## config.mk

```make
export PLATFORM = sky130hd
export DESIGN_NAME = clkbuf_pwrup_seq
export DESIGN_NICKNAME = d
export VERILOG_FILES = /design/src/rtl/clkbuf_seq_pkg.sv /design/src/rtl/clkbuf_sync.sv /design/src/rtl/clkbuf_settle_timer.sv /design/src/rtl/clkbuf_strap_latch.sv /design/src/rtl/clkbuf_pwrup_seq.sv
export SDC_FILE = /design/constraint.sdc
export NUM_CORES = 1
export LEC_CHECK = 0
export BUFFER_PORTS_ARGS = -buffer_cell sky130_fd_sc_hd__buf_2
export CAP_MARGIN = 5
export CORE_MARGIN = 8
export CORE_UTILIZATION = 45
export DETAILED_ROUTE_END_ITERATION = 10
export GPL_ROUTABILITY_DRIVEN = 0
export PLACE_DENSITY = 0.69
export SETUP_SLACK_MARGIN = 0.4
export SYNTH_ARGS = -nofsm -noshare
export SYNTH_HDL_FRONTEND = slang
export SYNTH_SLANG_ARGS = --single-unit
```

## constraint.sdc

```tcl
create_clock -name clk -period 1.7 [get_ports clk]
set_input_delay 0.34 -clock clk [delete_from_list [all_inputs] [get_ports clk]]
set_output_delay 0.34 -clock clk [all_outputs]
set_load 0.01 [all_outputs]
```

## src/rtl/clkbuf_seq_pkg.sv

```systemverilog
package clkbuf_seq_pkg;

    localparam int TRI_W = 2;

    typedef enum logic [1:0] {
        ST_OFF    = 2'd0,
        ST_SETTLE = 2'd1,
        ST_WAIT   = 2'd2,
        ST_RUN    = 2'd3
    } seq_state_e;

    typedef struct packed {
        logic             fsel;
        logic [TRI_W-1:0] addr0;
        logic [TRI_W-1:0] addr1;
    } strap_cfg_t;

endpackage

```

## src/rtl/clkbuf_sync.sv

```systemverilog
module clkbuf_sync #(
    parameter int WIDTH  = 1,
    parameter int STAGES = 2
) (
    input  logic             clk,
    input  logic             rst_n,
    input  logic [WIDTH-1:0] d,
    output logic [WIDTH-1:0] q
);
    logic [WIDTH-1:0] chain [STAGES];

    generate
        for (genvar s = 0; s < STAGES; s++) begin : g_stage
            if (s == 0) begin : g_first
                always_ff @(posedge clk or negedge rst_n) begin
                    if (!rst_n) chain[0] <= '0;
                    else        chain[0] <= d;
                end
            end else begin : g_next
                always_ff @(posedge clk or negedge rst_n) begin
                    if (!rst_n) chain[s] <= '0;
                    else        chain[s] <= chain[s-1];
                end
            end
        end
    endgenerate

    assign q = chain[STAGES-1];
endmodule

```

## src/rtl/clkbuf_settle_timer.sv

```systemverilog
module clkbuf_settle_timer #(
    parameter int DELAY_CYCLES = 25000
) (
    input  logic clk,
    input  logic rst_n,
    input  logic run,
    output logic done
);
    localparam int CW = (DELAY_CYCLES < 2) ? 1 : $clog2(DELAY_CYCLES);
    localparam logic [CW-1:0] LAST = CW'(DELAY_CYCLES - 1);

    logic [CW-1:0] cnt_q;

    // Counts only while the settle state is active; restarts from zero on re-entry.
    always_ff @(posedge clk or negedge rst_n) begin
        if (!rst_n)              cnt_q <= '0;
        else if (!run)           cnt_q <= '0;
        else if (cnt_q != LAST)  cnt_q <= cnt_q + 1'b1;
    end

    assign done = run && (cnt_q == LAST);
endmodule

```

## src/rtl/clkbuf_strap_latch.sv

```systemverilog
module clkbuf_strap_latch
    import clkbuf_seq_pkg::*;
(
    input  logic       clk,
    input  logic       rst_n,
    input  logic       supply_ok,
    input  logic       pin_s,
    input  strap_cfg_t straps,
    output logic       cfg_valid,
    output strap_cfg_t cfg
);
    logic pin_d;
    logic first_rise;

    always_ff @(posedge clk or negedge rst_n) begin
        if (!rst_n) pin_d <= 1'b0;
        else        pin_d <= pin_s;
    end

    assign first_rise = supply_ok && pin_s && !pin_d && !cfg_valid;

    always_ff @(posedge clk or negedge rst_n) begin
        if (!rst_n) begin
            cfg_valid <= 1'b0;
            cfg       <= '0;
        end else if (!supply_ok) begin
            cfg_valid <= 1'b0;
            cfg       <= '0;
        end else if (first_rise) begin
            cfg_valid <= 1'b1;
            cfg       <= straps;
        end
    end
endmodule

```

## src/rtl/clkbuf_pwrup_seq.sv

```systemverilog
module clkbuf_pwrup_seq
    import clkbuf_seq_pkg::*;
#(
    parameter int DELAY_CYCLES = 25000,
    parameter int SYNC_STAGES  = 2
) (
    input  logic             clk,
    input  logic             rst_n,
    input  logic             supply_ok,
    input  logic             clk_valid,
    input  logic             pll_lock,
    input  logic             pgood_pdn_n,
    input  logic             strap_fsel,
    input  logic [TRI_W-1:0] strap_addr0,
    input  logic [TRI_W-1:0] strap_addr1,
    output logic [1:0]       seq_state,
    output logic             out_en,
    output logic             cfg_valid,
    output logic             cfg_fsel,
    output logic [TRI_W-1:0] cfg_addr0,
    output logic [TRI_W-1:0] cfg_addr1
);
    seq_state_e state_q, state_d;
    logic       pin_s;
    logic       settle_done;
    logic       qualified;
    strap_cfg_t straps, cfg;

    clkbuf_sync #(.WIDTH(1), .STAGES(SYNC_STAGES)) u_pin_sync (
        .clk   (clk),
        .rst_n (rst_n),
        .d     (pgood_pdn_n),
        .q     (pin_s)
    );

    clkbuf_settle_timer #(.DELAY_CYCLES(DELAY_CYCLES)) u_timer (
        .clk   (clk),
        .rst_n (rst_n),
        .run   (state_q == ST_SETTLE),
        .done  (settle_done)
    );

    assign straps = '{fsel: strap_fsel, addr0: strap_addr0, addr1: strap_addr1};

    clkbuf_strap_latch u_latch (
        .clk       (clk),
        .rst_n     (rst_n),
        .supply_ok (supply_ok),
        .pin_s     (pin_s),
        .straps    (straps),
        .cfg_valid (cfg_valid),
        .cfg       (cfg)
    );

    assign qualified = clk_valid && pll_lock && pin_s && cfg_valid;

    always_ff @(posedge clk or negedge rst_n) begin
        if (!rst_n) state_q <= ST_OFF;
        else        state_q <= state_d;
    end

    always_comb begin
        state_d = state_q;
        if (!supply_ok) begin
            state_d = ST_OFF;
        end else begin
            unique case (state_q)
                ST_OFF:    state_d = ST_SETTLE;
                ST_SETTLE: if (settle_done) state_d = ST_WAIT;
                ST_WAIT:   if (qualified)   state_d = ST_RUN;
                ST_RUN:    if (!qualified)  state_d = ST_WAIT;
                default:   state_d = ST_OFF;
            endcase
        end
    end

    always_comb begin
        seq_state = state_q;
        out_en    = (state_q == ST_RUN);
        cfg_fsel  = cfg.fsel;
        cfg_addr0 = cfg.addr0;
        cfg_addr1 = cfg.addr1;
    end
endmodule


```

==> metrics, run 1 <==
status finished with violations; violated checks negative setup slack; # rows 18; PortBufs 19; layout cells sized above 1 46.7%; Synth top area share 54.5%; Clock Power Share 35.9%; DPL Wire Length 1810 um; CTS tree yes; placed insts 172; Clock Latency Late Sink 0.33 ns; Cells after Synth 112; CP max FO 5; Synth warnings 0; Area growth, synth to finish 52.9%; first-pass GRT wire length 5440 um; Setup-failing EPs final 6; P_sw 0.259 mW; unique cell type count in the Yosys netlist 26; drt drc 0; Setup crit start kind flip-flop; drt wl/cell 17.4 um; Starting Density 47.8%; CTS H-tree lvls 1; Leakage 0.873 nW; Routed Antenna Nets 0; crit path kind flip-flop to flip-flop; Max Clock Freq 563 MHz; setup slack at placement -0.0372 ns; Worst Tran Pin Value 0.551 ns; vias in the first global route 1134; ranking of synthesized cells by area dfrtp_1, mux2i_1, nor2b_1; worst min path class input port to flip-flop; Setup Skew 0.00515 ns; clk sinks 26; cell taking the most area after synthesis dfrtp_1; fin crit share 105%; die area 4560 um^2; Int Power 0.927 mW; Final Util 73.1%; max_slew headroom 63.2%; Hold WS 0.101 ns; Max clock buf depth 2; initial antenna violation count 0; Root Buffer clkbuf_4; Vias 1051; Pre-Repair DR Iteration Count 4; Post-DP Area 1420 um^2; maximum vdd drop 698 uV; max-cap viol count 0; max-slew violations 0; number of synthesized register bits 26; sequential share of power 55.0%; vias per cell 5.39; CTS clk-pin slew, worst paths 0.14 ns; largest net degree at the start of global routing 27; CP top delay family simple AND/OR/NAND/NOR gates; Core ar. 2500 um^2; setup ws final -0.0766 ns; boundary pin count 20; WP buf/inv 0; post-route design area 1830 um^2; RSZ-0062 raised after global routing true; Net Sw Frac 21.8%; Data arrival, critical path 2.00 ns; commonest non-fill, non-tap cell in the layout dfrtp_1; Slowest-stage cell, CP or4b_4; DRT iter0 DRCs 66; most frequent cells in the layout dfrtp_1, buf_4, buf_2, nor2_1, buf_6; Worst R2R Setup Slack -0.08 ns; crit-path cells or4b_4 > nor4_4 > xor2_1 > nor2_1; GRT Residual Overflow 0; max incr delay on CP 0.55 ns; Fin. Hold Viols 0; non-filler instance count after layout 195; Critical Path RT 1.92 ns; kind of end point of the critical path flip-flop; Tot Pwr 1.19 mW; setup TNS -0.231 ns; Final min period 1.78 ns; die width 67.5 um; sequential area share after synthesis 54.5%; die height 67.5 um; syn nets 124; Comb power frac 9.1%; nets@finish 178; TritonCTS buffer count 3; final WL 3390 um; mean area per synthesized cell 10.7 um^2; power per cell area 649 nW/um^2; # diodes 0; synthesized area 1190 um^2; total track usage 15.7%
logic make-up (layout without fill, tap and decap cells):
| logic type | count (synthesis) | in the layout | share of synthesized area [%] |
|---|---|---|---|
| muxes | 6 | 6 | 5.03 |
| buffers and inverters | 3 | 56 | 0.942 |
| AOI/OAI and AO/OA | 13 | 13 | 5.86 |
| and+or+nand+nor | 55 | 55 | 26.8 |
| DFF | 26 | 26 | 54.4 |
| adders and majority gates | 1 | 1 | 1.05 |
| xor gates and xnor gates | 8 | 8 | 5.86 |
worst reg2reg max path, delay by kind of cell, from the launching register on:
| family | cells | cell delay (ns) |
|---|---|---|
| XOR/XNOR | 1 | 0.22 |
| flip-flops | 1 | 0.41 |
| AND/OR/NAND/NOR | 3 | 1.04 |
cell type report:
type,instances,area (um^2)
timing repair buffer,51,389
clock buffer,3,22.5
inverter,1,3.75
tap,30,37.5
clock inverter,1,30.0
multi-input combinational,83,693
fill,149,673
sequential,26,651
cell usage after synthesis:
cell type	number
nand2b_1	1
o21ai_0	4
clkbuf_1	2
nor2_1	11
or3_1	4
or4bb_1	2
ha_1	1
nand2_1	7
inv_1	1
nor3_1	3
mux2i_1	6
or4_1	1
nor4_4	1
or4b_4	1
and2_1	1
o21a_1	1
a21oi_1	7
dfrtp_1	26
nor4_1	2
nand4_1	3
nor2b_1	9
o31ai_1	1
xor2_1	3
and3_1	2
nand3_1	7
xnor2_1	5
power groups by stage:
stage | clock network, mW | logic [mW] | registers (mW)
detailed placement | 0 | 0.0813 | 0.661
global placement | 0 | 0.0779 | 0.660
finish | 0.426 | 0.108 | 0.652
floorplan | 0 | 0.0349 | 0.663
global route | 0.464 | 0.119 | 0.655
CTS | 0.429 | 0.100 | 0.647
registers in the layout, indices dropped and copies added (netlist names):
| name | cells |
|---|---|
| u_latch.pin_d | 1 |
| u_pin_sync.chain | 1 |
| u_latch.cfg_valid | 1 |
| seq_state | 2 |
| u_timer.cnt_q | 15 |
| u_latch.cfg | 5 |
| u_pin_sync.q | 1 |
routing by layer:
| metal | up-vias | global-route usage [%] | part of all wire [%] |
|---|---|---|---|
| met5 | - | 0 | 0 |
| li1 | 498 | - | - |
| met1 | 519 | 18.0 | 42 |
| met4 | 0 | 9.66 | 4.0 |
| met2 | 25 | 26.0 | 51 |
| met3 | 9 | 3.31 | 3.3 |
what timing repair did:
| item | in CTS | in global routing |
|---|---|---|
| endpoints found under the hold margin | 15 | 0 |
| buffers inserted | 15 | 3 |
| hold buffers | 1 | 0 |
| pin swaps | 17 | 12 |
| setup endpoints to repair | 14 | 25 |
| resized for setup | 20 | 20 |
final timing paths:
path                                        to                start  depth (start not counted)
setup / recovery              u_timer.cnt_q[0]    u_timer.cnt_q[11]                          4
hold / removal             u_pin_sync.chain[1]          pgood_pdn_n                          1
setup reg to reg              u_timer.cnt_q[0]    u_timer.cnt_q[11]                          4
hold reg to reg                   u_pin_sync.q  u_pin_sync.chain[1]                          0
max in group asynchronous    u_timer.cnt_q[13]                rst_n                          2
min in group asynchronous         u_pin_sync.q                rst_n                          2
(Power assumes the default switching activity.)
==> inputs of run 2 (changes only) <==
--- a/config.mk
+++ b/config.mk
@@ -7,6 +7,7 @@
 export LEC_CHECK = 0
 export BUFFER_PORTS_ARGS = -buffer_cell sky130_fd_sc_hd__buf_2
 export CAP_MARGIN = 5
+export CORE_ASPECT_RATIO = 0.5
 export CORE_MARGIN = 8
 export CORE_UTILIZATION = 45
 export DETAILED_ROUTE_END_ITERATION = 10
==> metrics, run 2 (synthesis gave the netlist of run 1 again) <==
Setup crit start kind flip-flop (unchanged); sequential cell area 652 um^2 (was 651 um^2); most frequent cells in the layout dfrtp_1, buf_2, buf_4, nor2_1, buf_6 (was dfrtp_1, buf_4, buf_2, nor2_1, buf_6); vias per cell 5.16 (was 5.39); Leakage 0.853 nW (was 0.873 nW); placed insts 180 (was 172); Max clock buf depth 2 (unchanged); worst min path class input port to asynchronous set/reset pin (was input port to flip-flop); die area 4660 um^2 (was 4560 um^2); Vias 1017 (was 1051); first-pass GRT wire length 4570 um (was 5440 um); Core ar. 2550 um^2 (was 2500 um^2); clk sinks 26 (unchanged); Setup Skew 0.00272 ns (was 0.00515 ns); crit path kind flip-flop to flip-flop (unchanged); drt wl/cell 15.7 um (was 17.4 um); fin crit share 101% (was 105%); Data arrival, critical path 1.88 ns (was 2.00 ns); area of the multi-input gates 692 um^2 (was 693 um^2); CTS tree yes (unchanged); critical path startpoint u_timer.cnt_q[9] (was u_timer.cnt_q[11]); initial antenna violation count 0 (unchanged); Filler Cell Count 186 (was 149); power per cell area 711 nW/um^2 (was 649 nW/um^2); die height 52.4 um (was 67.5 um); CP max FO 5 (unchanged); Final min period 1.72 ns (was 1.78 ns); max FFs per register 15 (unchanged); worst reg-to-reg path cell count 5 (was 4); non-filler instance count after layout 197 (was 195); status finished with violations (unchanged); # diodes 0 (unchanged); DRT iter0 DRCs 42 (was 66); PortBufs 19 (unchanged); FF-to-FF Start u_timer.cnt_q[9] (was u_timer.cnt_q[11]); Clock Latency Late Sink 0.28 ns (was 0.33 ns); # rows 13 (was 18); nets@finish 173 (was 178); max_slew headroom 59.7% (was 63.2%); Area growth, synth to finish 50.1% (was 52.9%); total track usage 13.0% (was 15.7%); TritonCTS buffer count 3 (unchanged); Fin. Hold Viols 0 (unchanged); Root Buffer clkbuf_8 (was clkbuf_4); CTS H-tree lvls 1 (unchanged); Hold WS 0.0612 ns (was 0.101 ns); layout cells sized above 1 45.0% (was 46.7%); DPL Wire Length 1850 um (was 1810 um); Worst R2R Setup Slack -0.02 ns (was -0.08 ns); Pre-Repair DR Iteration Count 4 (unchanged); setup ws final -0.0219 ns (was -0.0766 ns); Worst Tran Pin Value 0.605 ns (was 0.551 ns); vias in the first global route 964 (was 1134); kind of end point of the critical path flip-flop (unchanged); Setup-failing EPs final 2 (was 6); final WL 3100 um (was 3390 um); Largest Register u_timer.cnt_q (unchanged); RSZ-0062 raised after global routing true (unchanged); drt drc 0 (unchanged); Critical Path RT 1.86 ns (was 1.92 ns); GRT Residual Overflow 0 (unchanged); max-slew violations 0 (unchanged); Max Clock Freq 581 MHz (was 563 MHz); violated checks negative setup slack (unchanged); largest net degree at the start of global routing 27 (unchanged); Final Util 70.2% (was 73.1%); Routed Antenna Nets 0 (unchanged); Post-CTS Hold Fix Bufs 0 (was 1); CTS clk-pin slew, worst paths 0.09 ns (was 0.14 ns); commonest non-fill, non-tap cell in the layout dfrtp_1 (unchanged); Starting Density 46.8% (was 47.8%); boundary pin count 20 (unchanged); max-cap viol count 0 (unchanged); maximum vdd drop 426 uV (was 698 uV); die width 88.9 um (was 67.5 um)
==> run 2: cell count changes in the layout (fill, tap and decap cells not counted), moves of 2 or more <==
cell,previous run,this run
buf_4,23,19
clkbuf_4,3,0
clkbuf_8,0,3
buf_2,17,19
==> run 2: final timing paths <==
check / endpoint
max in group asynchronous: u_timer.cnt_q[2]
worst max-delay path: u_timer.cnt_q[1]
worst min-delay path: u_timer.cnt_q[10]
min in group clk: u_pin_sync.chain[1]
worst max register to register: u_timer.cnt_q[1]
worst min register to register: u_pin_sync.q
==> run 2: final cells by class <==
class / instances / share of cell area [%]
repair buffers: 46 / 18.3
inverters: 1 / 0.209
clock buffers: 3 / 2.30
flip-flops and latches: 26 / 36.4
clock inverters: 1 / 1.67
well taps: 37 / 2.58
multi-input cells: 83 / 38.6
==> run 2: report_power, final <==
group	switching (mW)	internal, mW	total, mW
logic	0.0561	0.0498	0.106
registers	0.0183	0.636	0.654
clock network	0.200	0.315	0.516
==> run 2: per-layer routing <==
metal / vias to the layer above / share of wire (%) / track usage [%] / routed length (um)
met3: 4 / 6.0 / 4.69 / 185
li1: 487 / - / - / -
met4: 0 / 0.84 / 4.16 / 26
met1: 505 / 45 / 14.8 / 1390
met2: 21 / 48 / 22.6 / 1500
met5: - / 0 / 0 / 0
==> run 2: critical path, cell delays in order, from the launching register on <==
cell and delay [ns]:
dfrtp_1 0.39, or4b_4 0.56, nor4_4 0.25, buf_4 0.18
mux2i_1 0.18, nor2_1 0.06
==> run 2: timing repair <==
item                                    4_1_cts  5_1_grt
endpoints found under the setup margin       14       22
resized for setup                            14       24
pin swaps                                     8       12
setup buffers                                 9        4
==> run 2: metrics by stage <==
| stage | cell area [um^2] | TNS, ns | setup slack, ns | power, mW |
|---|---|---|---|---|
| 3_3_place_gp | 1440 | -0.0187 | -0.0164 | 0.739 |
| 3_5_place_dp | 1440 | -0.259 | -0.0847 | 0.744 |
| 6_report | 1790 | -0.0280 | -0.0219 | 1.28 |
| 5_1_grt | 1790 | -0.311 | -0.0960 | 1.33 |
| 4_1_cts | 1650 | -0.0939 | -0.0495 | 1.27 |
| 2_1_floorplan | 1200 | -0.0140 | -0.0140 | 0.698 |
